`src/rtl/intvec_reg.sv`:
```
module intvec_reg #(
  parameter int NSRC = 8,
  parameter int CW   = 4
) (
  input  logic            clk,
  input  logic            rst_n,
  input  logic [NSRC-1:0] evt_i,
  input  logic            vec_rd,
  input  logic            dat_rd,
  input  logic            dat_wr,
  input  logic            tx_end,
  output logic [7:0]      vec_q,
  output logic            irq
);
  localparam logic [CW-1:0] C_IFR = CW'(2);
  localparam logic [CW-1:0] C_RXF = CW'(3);
  localparam logic [CW-1:0] C_TXE = CW'(4);

  logic [NSRC-1:0] pend, clr;
  logic [CW-1:0]   top, arm;
  logic            top_dat;

  always_comb begin
    top = '0;
    for (int i = 0; i < NSRC; i++)
      if (pend[i]) top = CW'(i + 1);
  end

  assign top_dat = (top == C_IFR) || (top == C_RXF) || (top == C_TXE);
  assign irq = |pend;

  always_comb begin
    clr = '0;
    for (int i = 0; i < NSRC; i++) begin
      if (vec_rd && !top_dat && top == CW'(i + 1)) clr[i] = 1'b1;
      if (dat_rd && (arm == C_IFR || arm == C_RXF) && arm == CW'(i + 1)) clr[i] = 1'b1;
      if ((dat_wr && arm == C_TXE || tx_end) && C_TXE == CW'(i + 1)) clr[i] = 1'b1;
    end
  end

  always_ff @(posedge clk) begin
    if (!rst_n) begin
      pend  <= '0;
      arm   <= '0;
      vec_q <= 8'h00;
    end else begin
      pend <= (pend & ~clr) | evt_i;
      if (vec_rd) begin
        vec_q <= {2'b00, top, 2'b00};
        arm   <= top_dat ? top : '0;
      end else if (dat_rd || dat_wr) begin
        arm <= '0;
      end
    end
  end

  a_r2_hold: assert property (@(posedge clk) disable iff (!rst_n)
    !vec_rd |=> $stable(vec_q));
  a_r9_set_wins: assert property (@(posedge clk) disable iff (!rst_n)
    (evt_i != '0) |=> ((pend & $past(evt_i)) == $past(evt_i)));
  a_r4_wake_clr: assert property (@(posedge clk) disable iff (!rst_n)
    (vec_rd && top == CW'(8) && !evt_i[7]) |=> !pend[7]);
  a_r5_rxf_keep: assert property (@(posedge clk) disable iff (!rst_n)
    (vec_rd && top == C_RXF && !dat_rd) |=> pend[2]);
  a_r8_no_arm: assert property (@(posedge clk) disable iff (!rst_n)
    (dat_rd && !vec_rd && arm == '0 && pend[2]) |=> pend[2]);
  a_r10_irq_vec: assert property (@(posedge clk) disable iff (!rst_n)
    (vec_rd && top != '0) |-> irq);
endmodule

```
`config.mk`:
```
export PLATFORM = sky130hd
export DESIGN_NAME = intvec_reg
export DESIGN_NICKNAME = d
export VERILOG_FILES = /design/src/rtl/intvec_reg.sv
export SDC_FILE = /design/constraint.sdc
export NUM_CORES = 1
export LEC_CHECK = 0
export ABC_AREA = 1
export BUFFER_PORTS_ARGS = -buffer_cell sky130_fd_sc_hd__buf_2
export CAP_MARGIN = 20
export CORE_AREA = 2 2 54 56
export DETAILED_ROUTE_END_ITERATION = 12
export DIE_AREA = 0 0 56 58
export MAX_ROUTING_LAYER = met4
export PLACE_DENSITY = 0.55
export SKIP_LAST_GASP = 1
export SYNTH_ARGS = -nofsm -noshare
export SYNTH_HDL_FRONTEND = slang
export SYNTH_SLANG_ARGS = --single-unit
```
`constraint.sdc`:
```
create_clock -name clk -period 1.3 [get_ports clk]
set_input_delay 0.26 -clock clk [delete_from_list [all_inputs] [get_ports clk]]
set_output_delay 0.26 -clock clk [all_outputs]
set_load 0.005 [all_outputs]
```
---- Word level (Yosys, flattened, before mapping) ----
Index checks and enable logic that the tools add are counted.
storage, ports and cells
  flip-flop bits (word level) ............. 16
  bits in latches ......................... 0
  RAM bits ................................ 0
  bits in read-only memories .............. 0
  input bits .............................. 14
  output and inout port bits .............. 9
  logic and storage cells ................. 77
  memories kept ........................... 0
cells by class
  add/subtract/negate cells ............... 0
  multipliers ............................. 0
  divide/modulo/power cells ............... 0
  magnitude comparators ................... 0
  equal/unequal tests ..................... 16
  shift operators ......................... 0
  muxes and demuxes ....................... 28
  bitwise logic cells ..................... 3
  reductions and logical operators ........ 27
operator list
  kind                count
  $mux 4              9
  $eq 4x3->1 const B  8
  $logic_and 1x1->1   19
  $mux 1              18
  $eq 4x2->1 const B  4
  $and 8x8->8         1
  $eq 4x1->1 const B  2
  $eq 4x4->1 const B  2
  $not 8->8           1
  $or 8x8->8          1
  $reduce_or 8->1     1
  $logic_or 1x1->1    5
  $mux 2              1
  $reduce_bool 2->1   1
  $logic_not 1->1     1

---- Depth between registers and ports, before layout ----
Gate-level depths: netlist (run 1).
  word-level depth ........................ 20
  mapped depth ............................ 11
  gate-level depth less buffers ........... 11

---- Worst setup path after synthesis (run 1) ----
Ideal clock, no wire load.
  path kind ............................... reg2reg
  start point ............................. register pend[1]
  end point ............................... register pend[4]
  setup time .............................. 0.129 ns
  data arrival time ....................... 0.950 ns
  data required time ...................... 1.171 ns
  setup slack ............................. 0.221 ns
  cell stages (with the launch flop) ...... 11
  clock period less this slack ............ 1.079 ns
  cells stage by stage .................... dfxtp_1 > inv_1 > nand2_1 > nand2_1 > nand2_1 > nand2_1 > nand2_2 > a21oi_4 > nand3_1 > a21oi_1 > nor2_1
on the way
  cells in the longest elaborated chain, start to end .. 18
  elaborated cells on any way between the ends .. 21
ends and longest elaborated chain
  element                        line  RTL
  start, declared                19    logic [NSRC-1:0] pend, clr;
  start signal, assigned         47    pend <= (pend & ~clr) | evt_i;
  $mux 2 *                       26    if (pend[i]) top = CW'(i + 1);
  $mux 4 * (6 in a row)          26
  $eq 4x2->1                     29    assign top_dat = (top == C_IFR) || (top == C_RXF) || (top == C_TXE);
  $logic_or 1x1->1 (2 in a row)  29
  $logic_not 1->1                35    if (vec_rd && !top_dat && top == CW'(i + 1)) clr[i] = 1'b1;
  $logic_and 1x1->1              35
  $logic_and 1x1->1 *            35
  $mux 1 *                       35
  $mux 1 *                       36    if (dat_rd && (arm == C_IFR || arm == C_RXF) && arm == CW'(i + 1)) clr[i] = 1'b1;
  $not 8->8 *                    47
  $and 8x8->8 *                  47
  $or 8x8->8 *                   47
Every way passes the cells marked *; elsewhere a longest branch is shown, timed or not.
A chain may end at the register's enable or synchronous reset.

---- Final worst setup path (run 1) ----
  start point ............................. register pend[5]
  end point ............................... output port irq
on the way
  cells in the longest elaborated chain, start to end .. 1
ends and longest elaborated chain
  element          line  RTL
  $reduce_or 8->1  30    assign irq = |pend;
  end, declared    13    output logic irq
No other way between the ends.

==> results of run 1 <==
-- cells by family (layout without fill, tap and decap cells) --
family / count (synthesis) / count (layout)
compound gates: 20 / 20
buf+inv: 23 / 46
flops: 16 / 16
other cells: 1 / 4
simple gates: 43 / 43
-- final cells by class --
| class | instances | area (µm²) |
|---|---|---|
| Fill cell | 291 | 1670 |
| Multi-Input combinational cell | 67 | 383 |
| Sequential cell | 16 | 330 |
| Timing Repair Buffer | 25 | 143 |
| Inverter | 17 | 63.8 |
| Tap cell | 31 | 38.8 |
| Clock buffer | 4 | 36.3 |
-- Yosys cell counts, drive strengths merged --
cell / count / area [µm²]
buf: 6 / 38.8
dfxtp: 16 / 320
nand2: 20 / 82.6
nor3: 2 / 15.0
a211oi: 1 / 7.51
a21oi: 15 / 101
inv: 17 / 63.8
nand4: 4 / 25.0
conb: 1 / 3.75
a2bb2oi: 1 / 8.76
o21ai: 3 / 15.0
nor2: 13 / 56.3
nand3: 4 / 25.0
-- path summary, 6_finish.rpt --
check,start,to,slack [ns],depth (start not counted)
setup / recovery,pend[5],irq,-0.03,5
hold / removal,evt_i[4],pend[4],0.18,3
setup reg to reg,pend[3],pend[5],0.11,9
hold reg to reg,arm[3],arm[3],0.45,2
-- power breakdown --
part	switching, mW	internal, mW
Combinational	0.118	0.0991
Clock	0.161	0.171
Sequential	0.0271	0.522
Total	0.307	0.792
-- layer usage --
layer  vias up  part of all wire (%)  routed length (µm)
li1        371                     -                   -
met1       319                    45                 754
met2        27                    48                 797
met3         7                   4.9                  82
met4         0                   2.6                  43
met5         -                     0                   0
-- worst reg2reg max path: cells and delay by family (launching register included) --
family | cells | cell delay (ns)
buf+inv | 1 | 0.08
compound gates | 1 | 0.15
flops | 1 | 0.39
simple gates | 7 | 0.48
-- per-stage QoR --
stage | setup TNS [ns] | power, mW | util [%] | instances | instance area (µm²)
2_1_floorplan | 0 | 0.682 | - | 106 | 774
3_3_place_gp | 0 | 0.729 | 32.8 | 150 | 872
3_5_place_dp | 0 | 0.732 | 32.8 | 150 | 872
4_1_cts | -0.0174 | 1.10 | 36.5 | 159 | 972
5_1_grt | -0.137 | 1.15 | 37.4 | 160 | 995
6_report | -0.0319 | 1.10 | 37.4 | 160 | 995
-- state kept, by name, indices dropped and copies added, names as in the netlist --
register / cells
pend: 8
vec_q: 4
arm: 4
-- layout by cell type, fill, tap and decap left out --
master and n:
nor2_2 1, nand3_2 2, dfxtp_2 5, nand2_2 6, a21oi_2 2, clkbuf_4 3
nand2_1 14, conb_1 4, nand3_1 2, nand4_1 4, o21ai_0 3, a2bb2oi_1 1
a21oi_4 2, inv_2 4, buf_4 7, buf_2 18, nor3_2 2, nor2_4 2
a211oi_1 1, nor2_1 10, inv_1 13, a21oi_1 11, dfxtp_1 10, dfxtp_4 1
clkbuf_8 1
-- what timing repair did --
item                                    4_1_cts  5_1_grt
endpoints found under the setup margin        1        4
pin swaps                                     2        2
resized for setup                            10        6
hold endpoints to repair                      0        0
setup buffers                                 5        1
==> results.ini, run 1 <==
[status]
outcome = complete, but fails checks
violations = negative setup slack

[power_and_ir_drop]
peakVddDrop_uv = 496
p_leak_nw = 0.455
powerDensity_nw_per_um2 = 1100

[setup_path]
slowest_stage = dfxtp_2
crit_chain = nor2_4 > nand2_2 > inv_2 > nand2_1 > buf_2
crit_required_ns = 1.04
cp-start-kind = register
timing.critical_path.buf_inv = 2
end_kind = output pin
crit_family = flip-flops
criticalPathCategory = register to output pin
cp.arrival_ns = 1.07
path_max_fanout = 2
max_stage_delay_ns = 0.35

[timing]
hold_slack_ns = 0.180
clock_skew_ns = 0.00884
rsz0062_at_grt = yes
fmax_mhz = 751
drv_slew = 0
final.setup.worst_slack_ns = -0.0319
fin_crit_sh_pct = 102
setup_viol = 1
finalHoldViolCount = 0
period_minus_slack_ns = 1.33

[route]
drt_iter0_markers = 19
drtPass1Iterations = 4
via_per_inst = 4.53
drc = 0
wl_per_cell_um = 10.5
antenna_left = 0
vias = 724
wl_um = 1680

[die]
die_w_um = 56
dieArea_um2 = 3250
ios = 23
initial_core_util_pct = 28.7
core-area_um2 = 2660
num_rows = 19
die_h_um = 58

[yosys]
netlist-cell-type-count = 22
synth_top_family_by_area = simple AND/OR/NAND/NOR gates
synth_cells = 103
synthMuxAreaShare_pct = 0
yosysWarnings = 0
synth_compound_area_share_pct = 17.4
ys_seq_area_share_pct = 42.0
ys_ff_latch = 16
yosys.area_share.simple_pct = 26.7
synth.avg_cell_area_um2 = 7.41
netlist_area_um2 = 763
synth_adder_area_share_pct = 0
synth-xor-area-share_pct = 0

[clocking]
ctsHoldBuffers = 0
path_clk_slew_ns = 0.10
ctsHtreeMaxLevel = 1
cts_buffer_depth = 2
tritoncts = built
cts_root_buf = clkbuf_4
insertion_delay_ns = 0.29
cts_buffers = 3
numClockSinks = 16

[global_routing]
gr-usage-all-layers_pct = 11.5
grtUsageMet3_pct = 2.23
antenna_found_initial = 0
grtUsageMet2_pct = 19.3
grt_overflow = 0
grt_first_pass_wirelength_um = 2860
use_met1_pct = 12.8
busiest_layer = met2
grt_max_degree = 16
grt_pass1_vias = 694

[job]
drv_cap = 0

[place]
dp_hpwl_um = 1200
gp_congestion = 0.834
port_buffers = 18
pre_cts_slack_ns = 0.126

[finish]
drive_above_1_share_pct = 43.4
area.growth.synth_to_final_pct = 30.3
nets = 144
n_antenna_cell = 0

[min_path]
hp-class = input pin to register

Power figures use the tool's default switching activity.
==> run 2, diff against run 1 <==
--- a/config.mk
+++ b/config.mk
@@ -5,14 +5,13 @@
 export SDC_FILE = /design/constraint.sdc
 export NUM_CORES = 1
 export LEC_CHECK = 0
-export ABC_AREA = 1
 export BUFFER_PORTS_ARGS = -buffer_cell sky130_fd_sc_hd__buf_2
 export CAP_MARGIN = 20
-export CORE_AREA = 2 2 54 56
+export CORE_AREA = 2 2 53 55
 export DETAILED_ROUTE_END_ITERATION = 12
-export DIE_AREA = 0 0 56 58
+export DIE_AREA = 0 0 55 57
 export MAX_ROUTING_LAYER = met4
-export PLACE_DENSITY = 0.55
+export PLACE_DENSITY = 0.56
 export SKIP_LAST_GASP = 1
 export SYNTH_ARGS = -nofsm -noshare
 export SYNTH_HDL_FRONTEND = slang
==> results.ini, run 2 <==
[setup_path]
crit_family = simple AND/OR/NAND/NOR gates  ; was flip-flops
cp-start-kind = register  ; unchanged
max_stage_delay_ns = 0.37  ; was 0.35 ns
slowest_stage = dfxtp_4  ; was dfxtp_2
cp.arrival_ns = 1.29  ; was 1.07 ns
crit_required_ns = 1.04  ; about the same
path_max_fanout = 2  ; unchanged
end_kind = output pin  ; unchanged
criticalPathCategory = register to output pin  ; unchanged
timing.critical_path.buf_inv = 1  ; was 2
crit_chain = nor2_4 > nand3_1 > or3_1 > buf_2  ; was nor2_4 > nand2_2 > inv_2 > nand2_1 > buf_2

[yosys]
netlist-cell-type-count = 31  ; was 22
yosysTopAreaCell = dfxtp_1  ; unchanged
synth_ff_type = dfxtp_1  ; unchanged
synth_cells = 79  ; was 103
ys_ff_latch = 16  ; unchanged
netlist.area_leader.share_pct = 42.8  ; was 42.0%
synthTopCellsByCount = 16 x dfxtp_1, 8 x a21oi_1, 8 x nor2b_1  ; was 17 x nand2_1, 16 x dfxtp_1, 14 x inv_1
synthTopCellsByArea = dfxtp_1 43%, nor2b_1 6.7%, a21oi_1 5.4%  ; was dfxtp_1 42%, nand2_1 8.4%, a21oi_1 7.9%
netlist_area_um2 = 748  ; was 763 µm²
ys_seq_area_share_pct = 42.8  ; was 42.0%
synth_edf_count = 0  ; unchanged
yosysWarnings = 0  ; unchanged
synth-async-reset-ratio_pct = 0  ; unchanged
synth_most_common_cell = dfxtp_1  ; was nand2_1
synth.avg_cell_area_um2 = 9.47  ; was 7.41 µm²

[die]
core-area_um2 = 2620  ; was 2660 µm²
dieArea_um2 = 3140  ; was 3250 µm²
num_rows = 19  ; unchanged
initial_core_util_pct = 28.6  ; was 28.7%
die_w_um = 55  ; was 56 µm
die_h_um = 57  ; was 58 µm
ios = 23  ; unchanged

[power_and_ir_drop]
powerDensity_nw_per_um2 = 1030  ; was 1100 nW/µm²
peakVddDrop_uv = 665  ; was 496 µV
p_leak_nw = 0.464  ; was 0.455 nW

[timing]
fin_crit_sh_pct = 120  ; was 102%
period_minus_slack_ns = 1.55  ; was 1.33 ns
setup_tns_ns = -0.794  ; was -0.0319 ns
setup_viol = 5  ; was 1
drv_slew = 0  ; unchanged
clock_skew_ns = 0.0131  ; was 0.00884 ns
rsz0062_at_grt = yes  ; unchanged
hold_slack_ns = 0.165  ; was 0.180 ns
finalHoldViolCount = 0  ; unchanged
fmax_mhz = 644  ; was 751 MHz
final.setup.worst_slack_ns = -0.254  ; was -0.0319 ns

[finish]
drive_above_1_share_pct = 46.9  ; was 43.4%
n_fill_cell = 282  ; was 291
n_antenna_cell = 0  ; unchanged
top_register = pend  ; unchanged
top_regs = pend (8), arm (4), vec_q (4)  ; unchanged
final_cell_mix = 18 x buf_2, 14 x buf_4, 10 x dfxtp_1  ; was 18 x buf_2, 14 x nand2_1, 13 x inv_1
finish.utilization_pct = 40.5  ; was 37.4%
final_common_cell = buf_2  ; unchanged
area.growth.synth_to_final_pct = 41.5  ; was 30.3%
largest_reg_flops = 8  ; unchanged
nets = 128  ; was 144

[route]
antenna_left = 0  ; unchanged
vias = 652  ; was 724
drt_iter0_markers = 6  ; was 19
drtPass1Iterations = 4  ; unchanged
drc = 0  ; unchanged
wl_um = 1700  ; was 1680 µm
wl_per_cell_um = 11.8  ; was 10.5 µm
via_per_inst = 4.53  ; about the same

[place]
gp_congestion = 0.821  ; was 0.834
pre_cts_slack_ns = -0.0634  ; was 0.126 ns
port_buffers = 18  ; unchanged
dp_hpwl_um = 1210  ; was 1200 µm

[clocking]
cts_buffers = 3  ; unchanged
ctsHoldBuffers = 0  ; unchanged
cts_root_buf = clkbuf_4  ; unchanged
ctsHtreeMaxLevel = 1  ; unchanged
tritoncts = built  ; unchanged
numClockSinks = 16  ; unchanged
insertion_delay_ns = 0.29  ; about the same
cts_buffer_depth = 2  ; unchanged
path_clk_slew_ns = 0.10  ; about the same

[min_path]
hp-class = input pin to register  ; unchanged

[global_routing]
gr-usage-all-layers_pct = 12.5  ; was 11.5%
grt_max_degree = 18  ; was 16
grt_pass1_vias = 667  ; was 694
antenna_found_initial = 0  ; unchanged
grt_overflow = 0  ; unchanged
grt_first_pass_wirelength_um = 2740  ; was 2860 µm

[job]
drv_cap = 0  ; unchanged

[status]
violations = negative setup slack  ; unchanged
outcome = complete, but fails checks  ; unchanged

[run 2: worst min-delay path, stage by stage]
cell	delay, ns
buf_2	0.07
nand2_1	0.04
o21ai_1	0.05
[run 2: power breakdown]
part | internal (mW) | total [mW] | switching [mW] | leakage [nW]
Combinational | 0.124 | 0.217 | 0.0923 | 0.309
Sequential | 0.520 | 0.549 | 0.0287 | 0.134
Clock | 0.171 | 0.324 | 0.154 | 0.0210
[run 2: cell type report]
class,count,area (µm²),area share (%)
Multi-Input combinational cell,59,440,41.6
Sequential cell,16,333,31.4
Timing Repair Buffer,33,206,19.5
Tap cell,31,38.8,3.66
Clock buffer,4,36.3,3.43
Inverter,1,3.75,0.355
[run 2: path summary, 6_finish.rpt]
path	startpoint	to	slack, ns	cells past startpoint
min	evt_i[0]	pend[0]	0.17	3
max	pend[3]	irq	-0.25	4
min reg2reg	vec_q[2]	vec_q[2]	0.47	2
max reg2reg	pend[5]	arm[0]	-0.22	4
[run 2: logic make-up (layout without fill, tap and decap cells)]
group,after synthesis,after routing,synth area share (%)
simple gates,33,33,29.8
flops,16,16,42.8
buf+inv,7,38,6.52
mux,2,2,2.68
other cells,1,4,0.501
compound gates,20,20,17.7
[run 2: per-layer routing]
metal / global-route usage, % / part of all wire, % / wire length, µm / up-vias
li1: - / - / - / 335
met1: 14.5 / 43 / 729 / 300
met2: 19.7 / 50 / 851 / 15
met3: 4.71 / 5.9 / 100 / 2
met4: 4.18 / 0.83 / 14 / 0
met5: - / 0 / 0 / -
[run 2: timing repair]
item / in CTS / in global routing
pin swaps: 1 / 6
setup buffers: 1 / 1
endpoints found under the setup margin: 4 / 7
resized for setup: 9 / 12
[run 2: stage by stage]
stage	power, mW	instances	instance area, µm²
detailed placement	0.736	138	941
floorplan	0.651	82	759
global placement	0.734	138	941
CTS	1.08	143	1010
global route	1.16	144	1060
finish	1.09	144	1060
==> run 3, diff against run 2 <==
--- a/config.mk
+++ b/config.mk
@@ -10,7 +10,6 @@
 export CORE_AREA = 2 2 53 55
 export DETAILED_ROUTE_END_ITERATION = 12
 export DIE_AREA = 0 0 55 57
-export MAX_ROUTING_LAYER = met4
 export PLACE_DENSITY = 0.56
 export SKIP_LAST_GASP = 1
 export SYNTH_ARGS = -nofsm -noshare
==> results.ini, run 3 (same netlist as run 2, synthesis figures left out) <==
[die]
dieArea_um2 = 3140  ; unchanged
num_rows = 19  ; unchanged
initial_core_util_pct = 28.6  ; unchanged
ios = 23  ; unchanged
die_w_um = 55  ; unchanged
core-area_um2 = 2620  ; unchanged
die_h_um = 57  ; unchanged

[finish]
top_register = pend  ; unchanged
drive_above_1_share_pct = 46.9  ; unchanged
nets = 128  ; unchanged
n_fill_cell = 282  ; unchanged
top_regs = pend (8), arm (4), vec_q (4)  ; unchanged
largest_reg_flops = 8  ; unchanged
n_antenna_cell = 0  ; unchanged
area.growth.synth_to_final_pct = 41.5  ; unchanged
finish.utilization_pct = 40.5  ; unchanged
final_cell_mix = 18 x buf_2, 14 x buf_4, 10 x dfxtp_1  ; unchanged
final_common_cell = buf_2  ; unchanged

[place]
port_buffers = 18  ; unchanged
dp_hpwl_um = 1210  ; unchanged
gp_congestion = 0.809  ; was 0.821
pre_cts_slack_ns = -0.0634  ; unchanged

[setup_path]
crit_chain = nor2_4 > nand3_1 > or3_1 > buf_2  ; unchanged
reg2reg_depth = 4  ; unchanged
cp-start-kind = register  ; unchanged
slowest_stage = dfxtp_4  ; unchanged
cp.arrival_ns = 1.29  ; about the same
end_kind = output pin  ; unchanged
max_stage_delay_ns = 0.37  ; about the same
path_max_fanout = 2  ; unchanged
criticalPathCategory = register to output pin  ; unchanged
crit_required_ns = 1.04  ; about the same

[route]
vias = 652  ; unchanged
drt_iter0_markers = 6  ; unchanged
wl_um = 1700  ; unchanged
drc = 0  ; unchanged
drtPass1Iterations = 4  ; unchanged
via_per_inst = 4.53  ; unchanged
wl_per_cell_um = 11.8  ; unchanged
antenna_left = 0  ; unchanged

[clocking]
cts_buffer_depth = 2  ; unchanged
ctsHoldBuffers = 0  ; unchanged
cts_buffers = 3  ; unchanged
insertion_delay_ns = 0.29  ; about the same
path_clk_slew_ns = 0.10  ; about the same
tritoncts = built  ; unchanged
numClockSinks = 16  ; unchanged
ctsHtreeMaxLevel = 1  ; unchanged
cts_root_buf = clkbuf_4  ; unchanged

[global_routing]
grt_first_pass_wirelength_um = 2730  ; was 2740 µm
grt_pass1_vias = 667  ; unchanged
grt_max_degree = 18  ; unchanged
gr-usage-all-layers_pct = 12.2  ; was 12.5%
grt_overflow = 0  ; unchanged
antenna_found_initial = 0  ; unchanged

[power_and_ir_drop]
peakVddDrop_uv = 665  ; about the same
p_total_mw = 1.09  ; about the same
p_leak_nw = 0.464  ; unchanged
powerDensity_nw_per_um2 = 1030  ; about the same

[timing]
finalHoldViolCount = 0  ; unchanged
fmax_mhz = 644  ; about the same
fin_crit_sh_pct = 120  ; about the same
period_minus_slack_ns = 1.55  ; about the same
final.setup.worst_slack_ns = -0.254  ; about the same
clock_skew_ns = 0.0130  ; was 0.0131 ns
rsz0062_at_grt = yes  ; unchanged
setup_viol = 5  ; unchanged
drv_slew = 0  ; unchanged

[job]
drv_cap = 0  ; unchanged

[status]
outcome = complete, but fails checks  ; unchanged
violations = negative setup slack  ; unchanged

[min_path]
hp-class = input pin to register  ; unchanged
whs_path_depth = 3  ; unchanged

==> run 3: cell counts in the layout (fill, tap and decap cells not counted) <==
No cell type changed its count.
==> run 3: power by group <==
group / switching, mW / total, mW / internal (mW)
clock: 0.154 / 0.324 / 0.171
combinational: 0.0923 / 0.217 / 0.124
sequential: 0.0287 / 0.549 / 0.520
==> run 3: path summary, 6_finish.rpt <==
path / from / endpoint / slack, ns
worst max-delay path: pend[3] / irq / -0.25
worst min-delay path: evt_i[0] / pend[0] / 0.17
worst max register to register: pend[5] / arm[0] / -0.22
worst min register to register: vec_q[2] / vec_q[2] / 0.47
==> run 3: cell type report <==
cell class              count  area [µm²]  area share [%]
repair buffers             33         206            19.5
well taps                  31        38.8            3.66
inverters                   1        3.75           0.355
multi-input cells          59         440            41.6
flip-flops and latches     16         333            31.4
clock buffers               4        36.3            3.43
==> run 3: stage by stage <==
step / instances / cell area (µm²) / TNS, ns / hold WS [ns]
after floorplan: 82 / 759 / -0.00650 / 0.369
final: 144 / 1060 / -0.794 / 0.165
after detailed placement: 138 / 941 / -0.0788 / 0.466
after global placement: 138 / 941 / -0.0179 / 0.462
after global routing: 144 / 1060 / -1.11 / 0.163
after CTS: 143 / 1010 / -0.506 / 0.155
==> run 3: what timing repair did <==
action / 4_1_cts / 5_1_grt
hold endpoints to repair: 0 / 0
endpoints found under the setup margin: 4 / 7
setup buffers: 1 / 1
gates resized for setup: 9 / 12
pin swaps: 1 / 6
==> run 3: critical path, delay by kind of cell, from the launching register on <==
family | cells | cell delay, ns
simple gates | 3 | 0.49
flops | 1 | 0.37
buf+inv | 1 | 0.13
==> run 3: metal layers <==
layer  up-vias  track usage [%]  routed length (µm)
met2        15             19.7                 851
met3         2             4.71                 100
met4         0             4.18                  14
li1        335                -                   -
met1       300             14.5                 729
met5         -                0                   0
